[src/rtl/uart_flow_ctrl.sv]
module uart_flow_ctrl #(
  parameter int FIFO_DEPTH = 64,
  parameter int CHAR_W     = 8,
  parameter int LVL_W      = $clog2(FIFO_DEPTH + 1)
) (
  input  logic              clk,
  input  logic              rst_n,
  input  logic [7:0]        feat_ctrl,
  input  logic [7:0]        thr_ctrl,
  input  logic [CHAR_W-1:0] match_char,
  input  logic              sw_rts,
  input  logic              cts_pin,
  input  logic              tx_gap,
  input  logic [LVL_W-1:0]  rx_level,
  input  logic [CHAR_W-1:0] rx_char,
  input  logic              rx_wr,
  input  logic              iir_rd,
  output logic              tx_halt,
  output logic              rts_pin,
  output logic              rxf_wr,
  output logic [CHAR_W-1:0] rxf_data,
  output logic              spc_flag
);

  localparam int THR_SCALE = FIFO_DEPTH / 16;

  logic en_cts, en_rts, en_spc;
  logic cts_s1, cts_s2, halt_q, rts_q, hit;
  logic [LVL_W-1:0] halt_lvl, resume_lvl;

  assign en_cts = feat_ctrl[7];
  assign en_rts = feat_ctrl[6];
  assign en_spc = feat_ctrl[5];

  assign halt_lvl   = LVL_W'(thr_ctrl[3:0]) * LVL_W'(THR_SCALE);
  assign resume_lvl = LVL_W'(thr_ctrl[7:4]) * LVL_W'(THR_SCALE);

  always_ff @(posedge clk) begin
    if (!rst_n) begin
      cts_s1 <= 1'b0;
      cts_s2 <= 1'b0;
    end else begin
      cts_s1 <= cts_pin;
      cts_s2 <= cts_s1;
    end
  end

  always_ff @(posedge clk) begin
    if (!rst_n || !en_cts) halt_q <= 1'b0;
    else if (tx_gap)       halt_q <= cts_s2;
  end

  assign tx_halt = halt_q & en_cts;

  always_ff @(posedge clk) begin
    if (!rst_n || !en_rts)                  rts_q <= 1'b0;
    else if (rts_q && rx_level <= resume_lvl) rts_q <= 1'b0;
    else if (!rts_q && rx_level >= halt_lvl)  rts_q <= 1'b1;
  end

  assign rts_pin = en_rts ? rts_q : sw_rts;

  assign rxf_wr   = rx_wr;
  assign rxf_data = rx_char;
  assign hit      = en_spc && rx_wr && (rx_char == match_char);

  always_ff @(posedge clk) begin
    if (!rst_n)      spc_flag <= 1'b0;
    else if (hit)    spc_flag <= 1'b1;
    else if (iir_rd) spc_flag <= 1'b0;
  end


  halt_hold_chk: assert property (@(posedge clk) disable iff (!rst_n)
    en_cts && !tx_gap |=> (!en_cts || tx_halt == $past(tx_halt)));


  rts_rise_chk: assert property (@(posedge clk) disable iff (!rst_n)
    en_rts && !rts_pin && rx_level >= halt_lvl |=> (!en_rts || rts_pin));


  rts_keep_chk: assert property (@(posedge clk) disable iff (!rst_n)
    en_rts && rts_pin && rx_level > resume_lvl |=> (!en_rts || rts_pin));


  spc_set_chk: assert property (@(posedge clk) disable iff (!rst_n)
    en_spc && rx_wr && rx_char == match_char |=> spc_flag);


  spc_sticky_chk: assert property (@(posedge clk) disable iff (!rst_n)
    spc_flag && !iir_rd |=> spc_flag);

endmodule

[config.mk]
export PLATFORM = sky130hd
export DESIGN_NAME = uart_flow_ctrl
export DESIGN_NICKNAME = d
export VERILOG_FILES = /design/src/rtl/uart_flow_ctrl.sv
export SDC_FILE = /design/constraint.sdc
export NUM_CORES = 1
export LEC_CHECK = 0
export CAP_MARGIN = 30
export CORE_AREA = 2 2 55 47
export CTS_CLUSTER_SIZE = 20
export DETAILED_ROUTE_END_ITERATION = 6
export DIE_AREA = 0 0 57 49
export DONT_BUFFER_PORTS = 1
export PLACE_DENSITY_LB_ADDON = 0.08
export RECOVER_POWER = 100
export SYNTH_ARGS = -nofsm -noshare
export SYNTH_HDL_FRONTEND = slang
export SYNTH_SLANG_ARGS = --single-unit
export TNS_END_PERCENT = 20
[constraint.sdc]
create_clock -name clk -period 1.3 [get_ports clk]
set_input_delay 0.325 -clock clk [delete_from_list [all_inputs] [get_ports clk]]
set_output_delay 0.325 -clock clk [all_outputs]
set_load 0.03 [all_outputs]
==> results_dict.tcl, run 1 <==
set metrics [dict create \
    status "completed" \
    fill_cells 271 \
    reg2reg_from "rts_q" \
    syn_nets 120 \
    slew_violations 0 \
    synthTopCellsByArea "dfxtp_1, ha_1, buf_4" \
    drive_above_1_share 0.113 \
    skew_ps 1.00 \
    fp.dieH_um 49 \
    synthArstFlopShare 0 \
    hold_violations 0 \
    hpwl_um 964 \
    antenna_left 0 \
    drt-total-wl_mm 1.03 \
    max_stage_delay_ps 350 \
    die-area_mm2 0.00279 \
    r2r_slack_ps 410 \
    hold_ws_ps 205 \
    portBuffers 0 \
    leakagePower_nw 0.234 \
    design_area_um2 559 \
    grt_setup_unrepaired "no" \
    ctsHtreeMaxLevel 1 \
    drtIter0Drc 4 \
    slowest_stage "mux2_2" \
    syn-cell-area_um2 534 \
    place_area_um2 533 \
    ys_ff_latch 5 \
    yosysWarnings 0 \
    postCtsSetupRepairBufs 0 \
    setup_viol_count_final 0 \
    num_rows 16 \
    fin_setup_tns_ps 0 \
    min_period_ps 1230 \
    grt_usage 0.0771 \
    startpoint "rts_q" \
    pin_count 58 \
    netlist-cell-type-count 21 \
    core_area_mm2 0.00228 \
    worstSetupEndpointType "output port" \
    crit_type "reg -> out" \
    grt_max_degree 7 \
    pwr_density_cell_mw_per_mm2 787 \
    r2r_cells 4 \
    crit_chain "mux2_2" \
    crit_end "rts_pin" \
    arrival_ps 910 \
    via_per_inst 4.66 \
    cts_tree "built" \
    synth.top_cell.area_share 0.187 \
    clock_latency_ps 240 \
    netlist.top_cell.by_area "dfxtp_1" \
    syn_area_per_cell_um2 8.09 \
    cp_data_required_time_ps 980 \
    critPathBufInv 0 \
    layout.core_utilization 0.245 \
    finalCritPeriodShare 0.947 \
    die_x_um 57 \
    holdBufCountCts 0 \
    regArea_um2 100 \
    ctsLongestPathBuffers 2 \
    hp-class "in -> reg" \
    nNetsFinal 117 \
    routedWlPerCell_um 11.6 \
    max_cap_viol_count 0 \
    grt_overflow 0 \
    cp_top_family "multiplexers" \
    antenna_found_initial 0 \
    grt_pass1_vias 395 \
    ys_dominant_reg_cell "dfxtp_1" \
    worst_setup_path_start_kind "register" \
    cts-resized-gates 0 \
    clkSinkCount 5 \
    relSlewSlack 0.781 \
    tightest_slew_ps 328 \
    place.gp.congestion 0.704 \
    first_pass_iters 3 \
    cts_root_buf "clkbuf_4" \
    clock.fmax_mhz 813 \
    grt_pass1_wl_mm 1.68 \
    via_count 415 \
    synth_cells 66 \
    cts_buffers 3 \
    r2r_end "rts_q" \
    syn2layout_area_growth_pct 4.68 \
    synth_edf_count 0 \
    multi_input_area_um2 349 \
    final_cell_mix "inv_1, xnor2_1, ha_1" \
    clk_pin_slew_worst_paths_ps 40 \
    drc 0 \
    antenna-diode-count 0 \
    initial_core_util 0.234 \
    ys_seq_area_frac 0.187 \
    cp_max_fo 3 \
    path_depth 1 \
    peakVddDrop_mv 0.411 \
    fin_total_pwr_uw 440 \
]
==> layer usage <==
metal  track usage  wire length [µm]  up-vias  share of wire
met1        0.0884               395      171           0.38
met4        0.0271                 0        0              0
met2         0.119               472       37           0.46
li1              -                 -      207              -
met5             0                 0        -              0
met3        0.0451               165        0           0.16
==> logic make-up after synthesis <==
group,Yosys count,share of synthesized area
xor gates and xnor gates,8,0.131
AOI/OAI and AO/OA,9,0.101
muxes,2,0.0398
adders and majority gates,8,0.187
DFF,5,0.187
and+or+nand+nor,17,0.171
buffers and inverters,17,0.183
==> layout make-up <==
cell class / instances / share of cell area
sequential: 5 / 0.179
inverter: 8 / 0.0761
tap: 27 / 0.0604
clock buffer: 4 / 0.0470
multi-input combinational: 44 / 0.624
timing repair buffer: 1 / 0.0134
==> worst min path at each step <==
stage / from / end / slack (ps) / depth (start not counted)
global route: rst_n / cts_s2 / 200 / 1
CTS: feat_ctrl[7] / halt_q / 190 / 2
detailed placement: cts_s1 / cts_s2 / 420 / 1
floorplan: cts_s1 / cts_s2 / 410 / 1
finish: feat_ctrl[7] / halt_q / 210 / 2
global placement: cts_s1 / cts_s2 / 420 / 1
==> Yosys cell counts (all sizes together), types with 2 or more instances <==
cell / n
buf: 9
ha: 8
inv: 8
xnor2: 7
dfxtp: 5
nand2: 4
a21oi: 3
and2: 3
nand3: 3
o21ai: 3
nand4: 2
nor2: 2
==> sequential cells by signal, summed over array words and instances, names as in the netlist <==
| name | flops |
|---|---|
| rts_q | 1 |
| cts_s1 | 1 |
| cts_s2 | 1 |
| halt_q | 1 |
| spc_flag | 1 |
==> metrics by stage <==
stage,setup slack (ps),instances
2_1_floorplan,-3.32,66
3_3_place_gp,-67.4,85
3_5_place_dp,-65.2,85
4_1_cts,52.6,89
5_1_grt,39.0,89
6_report,69.5,89
==> worst register-to-register path, stage by stage (launching register included) <==
cell	delay [ps]
dfxtp_1	310
nor3_1	190
o31ai_1	90
a21oi_1	120
a211oi_1	60
==> where the power goes <==
group	leakage [nW]	switching, mW	internal, mW
Sequential	0.0410	0.00232	0.160
Clock	0.0150	0.0589	0.116
Combinational	0.178	0.0465	0.0571
Total	0.234	0.108	0.332
(Power assumes the default switching activity.)
==> run 2: changes to the inputs <==
CORE_AREA = 2 2 51 43   (was 2 2 55 47)
DIE_AREA = 0 0 53 45   (was 0 0 57 49)
PLACE_DENSITY_LB_ADDON = unset   (was 0.08)
==> run 2 against run 1 <==
Combinational power is 6% lower. Fmax down 0.83%. Wire length shrank 4.9%. Design area decreased by 2.0%. First-iteration DRC count down 50%. Total power increased by 1.1%. Cell count is 4.5% lower. Highest routed layer unchanged.
==> results_dict.tcl, run 2 (same netlist as run 1, synthesis figures left out) <==
set metrics [dict create \
    status "completed" \
    internal_power_uw 329 \
    grt_usage 0.0957 \
    pin_count 58 \
    ctsHtreeMaxLevel 1 \
    drive_above_1_share 0.0984 \
    via_count 406 \
    skew_ps 0.0442 \
    seq_power_share 0.364 \
    hp-class "in -> reg" \
    p_comb_frac 0.219 \
    switching_share 0.260 \
    cts_buffers 3 \
    hold_violations 0 \
    clkSinkCount 5 \
    setup_viol_count_final 0 \
    relSlewSlack 0.788 \
    pre_cts_ws_ps -62.4 \
    pwr_density_cell_mw_per_mm2 812 \
    nNetsFinal 116 \
    routedWlPerCell_um 11.6 \
    cp_top_family "multiplexers" \
    max_cap_viol_count 0 \
    die-area_mm2 0.00239 \
    slew_violations 0 \
    core_area_mm2 0.00184 \
    power.switching_uw 116 \
    drc 0 \
    finalWorstSetupSlack_ps 59.2 \
    ctsLongestPathBuffers 2 \
    crit_chain "mux2_2" \
    cp_data_required_time_ps 980 \
    antenna_found_initial 0 \
    via_per_inst 4.78 \
    clock.fmax_mhz 806 \
    portBuffers 0 \
    worst_setup_path_start_kind "register" \
    fp.dieH_um 45 \
    cts-resized-gates 0 \
    max_stage_delay_ps 350 \
    crit_type "reg -> out" \
    tightest_slew_ps 317 \
    placed_cells 81 \
    grt_pass1_wl_mm 1.57 \
    die_x_um 53 \
    grt_overflow 0 \
    postCtsSetupRepairBufs 0 \
    hpwl_um 901 \
    final_cell_mix "inv_1, xnor2_1, ha_1" \
    antenna_left 0 \
    finalNonFillerCells 85 \
    min_period_ps 1240 \
    finalCritPeriodShare 0.954 \
    slowest_stage "mux2_2" \
    grt_max_degree 7 \
    grt_pass1_vias 382 \
    holdBufCountCts 0 \
    place.gp.congestion 0.646 \
    cp_max_fo 3 \
    clk_pin_slew_worst_paths_ps 40 \
    initial_core_util 0.290 \
    drtIter0Drc 2 \
    cts_root_buf "clkbuf_4" \
    syn2layout_area_growth_pct 2.58 \
    fill_cells 213 \
    clock_latency_ps 240 \
    critPathBufInv 0 \
    leakagePower_nw 0.230 \
    arrival_ps 920 \
    p_clk_frac 0.417 \
    num_rows 14 \
    drt-total-wl_um 982 \
    worstSetupEndpointType "output port" \
    first_pass_iters 2 \
    grt_setup_unrepaired "no" \
    peakVddDrop_mv 0.399 \
    antenna-diode-count 0 \
    cts_tree "built" \
]
-- run 2: final timing paths --
kind | from | endpoint | slack [ps] | cells past startpoint
worst max-delay path | rts_q | rts_pin | 60 | 1
worst max register to register | rts_q | rts_q | 360 | 4
worst min register to register | cts_s1 | cts_s2 | 430 | 1
worst min-delay path | iir_rd | spc_flag | 190 | 1
-- run 2: area by class of cell --
class / count / area [µm²] / area share
Clock buffer: 4 / 26.3 / 0.0479
Multi-Input combinational cell: 44 / 349 / 0.637
Sequential cell: 5 / 100 / 0.183
Tap cell: 24 / 30.0 / 0.0548
Inverter: 8 / 42.5 / 0.0776
-- run 2: routing by layer --
layer	wire, µm	global-route usage	vias up
li1	-	-	207
met1	379	0.101	184
met2	542	0.155	15
met3	61	0.0497	0
met4	0	0.0513	0
met5	0	0	-
-- run 2: stage by stage --
stage / util / power (mW) / hold slack [ps] / setup TNS, ps / cell area, µm²
2_1_floorplan: - / 0.301 / 412 / -3.32 / 559
3_3_place_gp: 0.284 / 0.261 / 420 / -93.4 / 522
3_5_place_dp: 0.284 / 0.264 / 421 / -62.4 / 522
4_1_cts: 0.298 / 0.459 / 179 / 0 / 548
5_1_grt: 0.298 / 0.479 / 187 / 0 / 548
6_report: 0.298 / 0.445 / 191 / 0 / 548
-- run 2: power groups by stage --
stage | combinational, mW | clock [mW] | sequential (mW)
6_report | 0.0976 | 0.186 | 0.162
5_1_grt | 0.117 | 0.201 | 0.162
4_1_cts | 0.0997 | 0.197 | 0.162
3_5_place_dp | 0.0993 | 0 | 0.165
3_3_place_gp | 0.0964 | 0 | 0.165
2_1_floorplan | 0.137 | 0 | 0.164
